--- config.mk ---
export PLATFORM = sky130hd
export DESIGN_NAME = xc_alu
export DESIGN_NICKNAME = d
export VERILOG_FILES = /design/src/rtl/xc_alu_pkg.sv /design/src/rtl/xc_alu_arith.sv /design/src/rtl/xc_alu_shift.sv /design/src/rtl/xc_alu_mul.sv /design/src/rtl/xc_alu.sv
export SDC_FILE = /design/constraint.sdc
export NUM_CORES = 2
export LEC_CHECK = 0
export BUFFER_PORTS_ARGS = -buffer_cell sky130_fd_sc_hd__buf_2
export CORE_ASPECT_RATIO = 0.5
export CORE_MARGIN = 3
export CORE_UTILIZATION = 45
export CTS_CLUSTER_SIZE = 20
export DETAILED_ROUTE_END_ITERATION = 10
export SLEW_MARGIN = 20
export SYNTH_ARGS = -nofsm -noshare
export SYNTH_HDL_FRONTEND = slang
export SYNTH_SLANG_ARGS = --single-unit
--- constraint.sdc ---
create_clock -name clk -period 6.2 [get_ports clk]
set_clock_uncertainty 0.1 [all_clocks]
set_input_delay 0.62 -clock clk [delete_from_list [all_inputs] [get_ports clk]]
set_output_delay 0.62 -clock clk [all_outputs]
set_load 0.005 [all_outputs]
--- src/rtl/xc_alu_pkg.sv ---
package xc_alu_pkg;
  typedef enum logic [3:0] {
    OP_ADD   = 4'd0,
    OP_ADDC  = 4'd1,
    OP_ADDR  = 4'd2,
    OP_SUB   = 4'd3,
    OP_CMP   = 4'd4,
    OP_NEG   = 4'd5,
    OP_MOVE  = 4'd6,
    OP_LSL   = 4'd7,
    OP_LSR   = 4'd8,
    OP_ASR   = 4'd9,
    OP_BOUND = 4'd10,
    OP_MULS  = 4'd11,
    OP_MULU  = 4'd12
  } op_e;

  typedef enum logic [1:0] {
    SH_LEFT  = 2'd0,
    SH_RIGHT = 2'd1,
    SH_ARITH = 2'd2
  } shift_e;

  localparam int N_WIDTHS = 3;
  localparam int FLAG_C = 0;
  localparam int FLAG_V = 1;
  localparam int FLAG_Z = 2;
  localparam int FLAG_N = 3;
endpackage

--- src/rtl/xc_alu_arith.sv ---
module xc_alu_arith #(
  parameter int DATA_W = 32
) (
  input  logic [DATA_W-1:0] a,
  input  logic [DATA_W-1:0] b,
  input  logic              cin,
  input  logic              sub,
  output logic [DATA_W-1:0] sum,
  output logic [2:0]        carry_w,
  output logic [2:0]        ovf_w
);
  assign sum = sub ? (a - b - {{(DATA_W-1){1'b0}}, cin})
                   : (a + b + {{(DATA_W-1){1'b0}}, cin});

  for (genvar g = 0; g < 3; g++) begin : g_width
    localparam int W = (g == 0) ? 8 : (g == 1) ? 16 : DATA_W;
    logic [W:0] ext;
    assign ext = sub ? ({1'b0, a[W-1:0]} - {1'b0, b[W-1:0]} - {{W{1'b0}}, cin})
                     : ({1'b0, a[W-1:0]} + {1'b0, b[W-1:0]} + {{W{1'b0}}, cin});
    assign carry_w[g] = ext[W];
    assign ovf_w[g]   = sub ? ((a[W-1] != b[W-1]) && (ext[W-1] != a[W-1]))
                            : ((a[W-1] == b[W-1]) && (ext[W-1] != a[W-1]));
  end
endmodule

--- src/rtl/xc_alu_shift.sv ---
module xc_alu_shift
  import xc_alu_pkg::*;
#(
  parameter int DATA_W = 32
) (
  input  logic [DATA_W-1:0] val,
  input  logic [DATA_W-1:0] amt,
  input  shift_e            kind,
  output logic [DATA_W-1:0] res
);
  localparam int SH_W = $clog2(DATA_W);

  logic big;
  logic [SH_W-1:0] n;
  assign big = |amt[DATA_W-1:SH_W];
  assign n   = amt[SH_W-1:0];

  always_comb begin
    unique case (kind)
      SH_LEFT:  res = big ? '0 : (val << n);
      SH_RIGHT: res = big ? '0 : (val >> n);
      default:  res = big ? {DATA_W{amt[DATA_W-1]}}
                          : DATA_W'($signed(val) >>> n);
    endcase
  end
endmodule

--- src/rtl/xc_alu_mul.sv ---
module xc_alu_mul #(
  parameter int DATA_W = 32
) (
  input  logic [DATA_W-1:0] a,
  input  logic [DATA_W-1:0] b,
  input  logic              signed_mode,
  output logic [DATA_W-1:0] lo,
  output logic [DATA_W-1:0] hi
);
  localparam int P_W = 2 * DATA_W;

  logic [P_W-1:0] ext_a, ext_b, prod;
  assign ext_a = {{DATA_W{signed_mode & a[DATA_W-1]}}, a};
  assign ext_b = {{DATA_W{signed_mode & b[DATA_W-1]}}, b};
  assign prod  = ext_a * ext_b;
  assign lo    = prod[DATA_W-1:0];
  assign hi    = prod[P_W-1:DATA_W];
endmodule

--- src/rtl/xc_alu.sv ---
module xc_alu
  import xc_alu_pkg::*;
#(
  parameter int DATA_W = 32
) (
  input  logic              clk,
  input  logic              rst_n,
  input  logic              in_valid,
  output logic              in_ready,
  input  logic [3:0]        in_op,
  input  logic [1:0]        in_size,
  input  logic [DATA_W-1:0] in_dst,
  input  logic [DATA_W-1:0] in_src,
  input  logic              in_c,
  input  logic              in_x,
  input  logic              in_r,
  output logic              out_valid,
  input  logic              out_ready,
  output logic [DATA_W-1:0] out_result,
  output logic [DATA_W-1:0] out_mof,
  output logic              out_mof_we,
  output logic              out_wb,
  output logic [3:0]        out_flags
);
  op_e op;
  assign op = op_e'(in_op);

  // operand steering
  logic is_add, is_sub, cin;
  logic [DATA_W-1:0] arith_a;
  assign is_add  = (op == OP_ADD) || (op == OP_ADDC) || (op == OP_ADDR);
  assign is_sub  = (op == OP_SUB) || (op == OP_CMP) || (op == OP_NEG);
  assign arith_a = (op == OP_NEG) ? '0 : in_dst;

  always_comb begin
    unique case (op)
      OP_ADDC: cin = in_c;
      OP_ADDR: cin = in_r;
      default: cin = in_x & in_c;
    endcase
  end

  logic [DATA_W-1:0] sum;
  logic [2:0] carry_w, ovf_w;
  xc_alu_arith #(.DATA_W(DATA_W)) u_arith (
    .a(arith_a), .b(in_src), .cin(cin), .sub(is_sub),
    .sum(sum), .carry_w(carry_w), .ovf_w(ovf_w)
  );

  shift_e sh_kind;
  logic [DATA_W-1:0] sh_res;
  assign sh_kind = (op == OP_LSL) ? SH_LEFT : (op == OP_LSR) ? SH_RIGHT : SH_ARITH;
  xc_alu_shift #(.DATA_W(DATA_W)) u_shift (
    .val(in_dst), .amt(in_src), .kind(sh_kind), .res(sh_res)
  );

  logic [DATA_W-1:0] mul_lo, mul_hi;
  logic is_mul;
  assign is_mul = (op == OP_MULS) || (op == OP_MULU);
  xc_alu_mul #(.DATA_W(DATA_W)) u_mul (
    .a(in_dst), .b(in_src), .signed_mode(op == OP_MULS),
    .lo(mul_lo), .hi(mul_hi)
  );

  // result select
  logic [DATA_W-1:0] raw;
  always_comb begin
    unique case (op)
      OP_MOVE:          raw = in_src;
      OP_LSL, OP_LSR,
      OP_ASR:           raw = sh_res;
      OP_BOUND:         raw = (in_dst <= in_src) ? in_dst : in_src;
      OP_MULS, OP_MULU: raw = mul_lo;
      default:          raw = sum;
    endcase
  end

  // size handling
  logic [1:0] sz;
  logic [DATA_W-1:0] mask, sized, merged;
  logic sign_bit;
  assign sz = (in_size == 2'd3) ? 2'd2 : in_size;
  always_comb begin
    unique case (sz)
      2'd0:    begin mask = DATA_W'(8'hFF);    sign_bit = raw[7];  end
      2'd1:    begin mask = DATA_W'(16'hFFFF); sign_bit = raw[15]; end
      default: begin mask = '1;                sign_bit = raw[DATA_W-1]; end
    endcase
  end
  assign sized  = raw & mask;
  assign merged = (in_dst & ~mask) | sized;

  logic [3:0] flags_d;
  always_comb begin
    flags_d         = '0;
    flags_d[FLAG_N] = sign_bit;
    flags_d[FLAG_Z] = (sized == '0);
    if (is_add || is_sub) begin
      flags_d[FLAG_C] = carry_w[sz];
      flags_d[FLAG_V] = ovf_w[sz];
    end
  end

  // output stage
  logic fire;
  assign in_ready = !out_valid || out_ready;
  assign fire     = in_valid && in_ready;

  always_ff @(posedge clk or negedge rst_n) begin
    if (!rst_n) begin
      out_valid  <= 1'b0;
      out_result <= '0;
      out_mof    <= '0;
      out_mof_we <= 1'b0;
      out_wb     <= 1'b0;
      out_flags  <= '0;
    end else if (in_ready) begin
      out_valid <= in_valid;
      if (fire) begin
        out_result <= merged;
        out_mof    <= is_mul ? mul_hi : '0;
        out_mof_we <= is_mul;
        out_wb     <= (op != OP_CMP);
        out_flags  <= flags_d;
      end
    end
  end
endmodule

# After elaboration in Yosys (flattened, before gate mapping)
# Index checks and enable logic that the tools add are counted.
dict set report word_totals {
  regBits 71
  latchBits 0
  mem_bits_rw 0
  rom_bits 0
  in_bits 77
  out_inout_bits 72
  elab_cells 109
  n_memories 0
}
dict set report op_classes {
  add_sub_neg 16
  multipliers 1
  div_mod_pow 0
  order_cmp 2
  eq_ne 25
  n_shift 3
  muxes 26
  bitwise 7
  n_reduce_logical 23
}
# operator n
set op_table {}
lappend op_table {{32-bit 2-to-1 mux} 7}
lappend op_table {{32-bit case mux with 2 select lines} 2}
lappend op_table {{32-bit case mux with 4 select lines} 1}
lappend op_table {{32-bit AND} 2}
lappend op_table {{33-bit by 33-bit multiplier with 64-bit output} 1}
lappend op_table {{32-bit by 32-bit adder with 33-bit output} 1}
lappend op_table {{33-bit by 1-bit adder with 33-bit output} 1}
lappend op_table {{33-bit 2-to-1 mux} 1}
lappend op_table {{32-bit by 32-bit subtractor with 33-bit output} 1}
lappend op_table {{33-bit by 1-bit subtractor with 33-bit output} 1}
lappend op_table {{32-bit by 1-bit adder with 32-bit output} 1}
lappend op_table {{32-bit adder} 1}
lappend op_table {{32-bit <= comparator} 1}
lappend op_table {{32-bit zero test} 1}
lappend op_table {{32-bit NOT} 1}
lappend op_table {{32-bit OR} 1}
lappend op_table {{32-bit by 5-bit << shifter with 32-bit output} 1}
lappend op_table {{32-bit by 5-bit right shift with 32-bit output} 1}
lappend op_table {{32-bit by 5-bit >>> shifter with 32-bit output} 1}
lappend op_table {{32-bit by 1-bit subtractor with 32-bit output} 1}
lappend op_table {{32-bit subtractor} 1}
lappend op_table {{27-bit OR reduction} 1}
lappend op_table {{4-bit equality test (second input constant)} 5}
lappend op_table {{16-bit by 16-bit adder with 17-bit output} 1}
lappend op_table {{31 further kinds} 67}

# Longest topological paths before layout
dict set report logic_depth {
  ltp_word 11
  mapped_depth 37
  depth_no_buf 32
}

# Hierarchy
# Synthesis repeated with hierarchy kept, for this count alone.
dict set report hier_totals {
  hier_cells 6168
  hier_area_um2 52531.6
}
# mod instances cells_per_inst area_per_inst_um2
set by_module_without_submodules {}
lappend by_module_without_submodules {xc_alu_mul 1 4104 37569.8}
lappend by_module_without_submodules {xc_alu 1 721 5561.6}
lappend by_module_without_submodules {xc_alu_shift 1 677 4860.9}
lappend by_module_without_submodules {xc_alu_arith 1 666 4539.4}

# Least setup slack after synthesis
# Ideal clock, no wire load.
dict set report synth_timing {
  path_kind {input port to flip-flop}
  from {input in_src[3]}
  to {register out_mof[31]}
  setup_time_ns 0.121
  t_arrival_ns 9.889
  setup_slack_ns -3.910
  stages 35
  path_buffers 8
  cell_sequence {buf_2 > clkbuf_1 > clkbuf_1 > clkbuf_1 > clkbuf_1 > clkbuf_1 > clkbuf_1 > clkbuf_1 > nand2_1 > fa_1 > inv_1 > fa_1 > inv_1 > fa_1 > fa_1 > inv_1 > fa_1 > fa_1 > fa_1 > inv_1 > fa_1 > inv_1 > ha_1 > a21oi_1 > o21ai_0 > o41ai_1 > a21oi_1 > o31ai_1 > nor4_1 > o21ba_2 > o41ai_2 > nor3_1 > a2111oi_0 > xnor2_1 > a22o_1}
}
dict set report synth_between {
  elab_chain_cells 2
}
# item line_no
set synth_rtl {}
lappend synth_rtl {{start, declared} xc_alu.sv:13} ;# input logic [DATA_W-1:0] in_src,
lappend synth_rtl {{33-bit by 33-bit multiplier with 64-bit output} xc_alu_mul.sv:15} ;# assign prod = ext_a * ext_b;
lappend synth_rtl {{32-bit 2-to-1 mux} xc_alu.sv:121} ;# out_mof <= is_mul ? mul_hi : '0;
lappend synth_rtl {{end signal, assigned} xc_alu.sv:121}
lappend synth_rtl {{end, declared} xc_alu.sv:20} ;# output logic [DATA_W-1:0] out_mof,
# Every way passes these cells.
# A chain may end at the register's enable or synchronous reset.

# Worst setup path after layout
dict set report layout_timing {
  from {input in_src[12]}
  to {register out_mof[25]}
}
# Same word-level chain as after synthesis.

==> impl_metrics.csv <==
group,metric,value,unit
status,status,"finished, violations left",
status,violations,"negative setup slack",
floorplanning,row_count,87,
timing,tightest_slew,1140,ps
grt,grtUsageTotal,0.3554,
timing,finalWorstSetupSlack,-2101,ps
floorplanning,fp.dieW,488.8,microns
synthesis,synth_top_cell_area_share,0.4310,
placement,dp_hpwl,177100,microns
cts,h-tree-depth,3,
route,drtAntennaViolNets,0,
grt,grt_overflow_total,0,
synthesis,ys_seq_area_frac,0.03388,
timing,slew_violations,0,
worst_setup_path,required,6400,ps
synthesis,synth_top_area_cell,"fa_1",
floorplanning,core_area,0.1141,sq mm
layout,syn_to_final_growth,22.68,%
synthesis,ys_async_sr_fraction,1.000,
floorplanning,io_pins,149,
cts,cts_max_path_buffers,2,
cts,tritoncts,"built",
synthesis,synth_edf_count,0,
timing,fin_crit_sh,1.339,
grt,grt_pass1_vias,49827,
floorplanning,dieHeight,247.4,microns
floorplanning,initial_utilization,0.4596,
grt,grt_max_degree,67,
route,wirelength,211500,microns
worst_setup_path,reg2reg_depth,9,
synthesis,yosysMostFrequentCell,"inv_1",
hold_path,min_path_type,"input port to register",
layout,multiInputGateArea,0.04681,sq mm
placement,portBuffers,148,
synthesis,ys_warn_count,0,
route,vias,47305,
synthesis,syn_nets,7714,
route,drt-initial-drc-count,4197,
cts,cts_sinks,71,
flow_run,maxCapViolCount,0,
timing,finalCriticalPeriod,8301,ps
route,drtPass1Iterations,8,
hold_path,min_path_cells,2,
timing,finalSetupViolations,57,
worst_setup_path,crit_path_frequent_cell,"fa_1",
worst_setup_path,crit_type,"input port to register",
layout,layout-drive-gt1-share,0.2187,
grt,grt_pass1_wl,319000,microns
cts,clk_latency,400,ps
cts,cts-buffers-inserted,9,
placement,gp_congestion,1.051,
layout,fin_nets,8331,
cts,clk_pin_slew,70,ps
worst_setup_path,cp.arrival,8500,ps
worst_setup_path,cp-start-kind,"input port",
synthesis,syn_area_per_cell,8.540,sq um
worst_setup_path,slowest_stage,"fa_1",
timing,fmax,120.5,MHz
route,drcViolationCount,0,
timing,rsz0062_at_grt,"yes",
worst_setup_path,end_kind,"register",
synthesis,syn_area,0.05244,sq mm
floorplanning,dieArea,0.1209,sq mm
layout,regArea,0.001777,sq mm
synthesis,syn_inst,6140,
worst_setup_path,cpPeakStageDelay,560,ps
route,routedWlPerCell,25.54,microns
layout,nFillCells,10440,
synthesis,synthDistinctLibCells,88,
synthesis,synth_ff_type,"dfrtp_1",
worst_setup_path,path_max_fanout,6,
synthesis,synth.area.top_cells,"fa_1 (43%), inv_1 (9.2%), ha_1 (8.8%), nand2_1 (6.0%), and2_1 (4.8%)",
route,via_per_inst,5.712,
grt,antenna_found_initial,11,
timing,hold_violations,0,
timing,slew_headroom,0.2401,
cts,clock-root-buffer,"clkbuf_16",
synthesis,synth_common_cells,"inv_1 (1289), fa_1 (1129), nand2_1 (834)",
timing,holdWs,348.0,ps
synthesis,ys_ff_latch,71,
==> through the flow <==
stage                 util  std cells  setup WS (ps)  setup TNS [ps]  instance area (sq um)
floorplan                -       6140          -2478          -96050                  53260
global placement    0.5309       8185          -2987         -125560                  60560
detailed placement  0.5309       8185          -3076         -129590                  60560
CTS                 0.5551       8246          -2113          -74630                  63320
global route        0.5638       8278          -2319          -91040                  64320
finish              0.5639       8281          -2101          -80480                  64330
==> layer usage <==
| layer | GRT usage | share of wire |
|---|---|---|
| met1 | 0.5037 | 0.42 |
| met2 | 0.5444 | 0.44 |
| met3 | 0.07005 | 0.093 |
| met4 | 0.1255 | 0.045 |
| met5 | 0 | 0.000057 |
==> sequential cells by signal (all words and copies together), names as in the netlist <==
register,count
out_wb,1
out_mof_we,1
out_mof,32
out_result,32
out_valid,1
out_flags,4
==> repair_timing <==
action                     CTS  global route
pin swaps                  148           135
hold buffers                 1             0
cloned                       3             2
setup endpoints to repair   58            59
setup buffers               49            35
resized for setup          401           153
hold endpoints to repair    16             0
==> cells by family (layout without fill, tap and decap cells) <==
logic type	count (synthesis)	in the layout	share of synthesized area
AOI/OAI and AO/OA	818	818	0.1069
xor gates and xnor gates	131	131	0.02188
adders and majority gates	1497	1497	0.5188
buffers and inverters	1683	2305	0.1217
DFF	71	71	0.03388
muxes	130	130	0.03429
other	0	6	0
and+or+nand+nor	1810	1810	0.1626
==> layout by cell type (no fill, tap or decap), types with 20 or more instances in the layout <==
cell type	count
ha_4	45
and3_1	28
a21o_1	60
buf_4	715
a221oi_1	20
buf_2	107
mux2_2	36
fa_2	38
o211ai_1	44
nand4_1	23
o21ai_0	109
dfrtp_1	71
xor2_1	30
nor2b_1	30
inv_1	1242
buf_12	70
mux2i_1	57
nor2_1	240
a211oi_1	26
a22o_1	30
fa_1	1091
nand2b_1	31
mux4_2	36
and2_1	384
nor3_1	45
inv_2	45
a21oi_2	23
xnor2_1	82
nand2_1	813
nand3_1	57
a31oi_1	39
o31ai_1	22
ha_1	323
a21oi_1	150
buf_6	81
o22ai_1	25
==> area by class of cell <==
type,count,area share
clock inverters,7,0.001867
diodes,6,0.0002334
multi-input cells,4386,0.7277
well taps,1513,0.02943
flip-flops and latches,71,0.02762
clock buffers,9,0.003501
inverters,1293,0.07570
repair buffers,996,0.1339
==> path summary, 6_finish.rpt <==
path | startpoint | end | slack (ps)
max | in_src[12] | out_mof[25]$_DFFE_PN0P_ | -2100
min | in_valid | out_valid$_DFFE_PN0N_ | 350
max reg2reg | out_valid$_DFFE_PN0N_ | out_flags[2]$_DFFE_PN0P_ | 3390
min reg2reg | out_mof_we$_DFFE_PN0P_ | out_mof_we$_DFFE_PN0P_ | 370
max in group asynchronous | rst_n | out_flags[1]$_DFFE_PN0P_ | 4290
min in group asynchronous | rst_n | out_mof_we$_DFFE_PN0P_ | 540
==> worst max-delay path, delay by kind of cell <==
kind | cells | cell delay [ps]
fa+ha+maj | 9 | 4330
buf+inv | 12 | 1130
xor+xnor | 1 | 120
compound gates | 9 | 2040
simple gates | 3 | 220
Power is left out: the tool's default activity adds up to more than one toggle a clock period on the data nets, which glitch-free logic cannot reach.
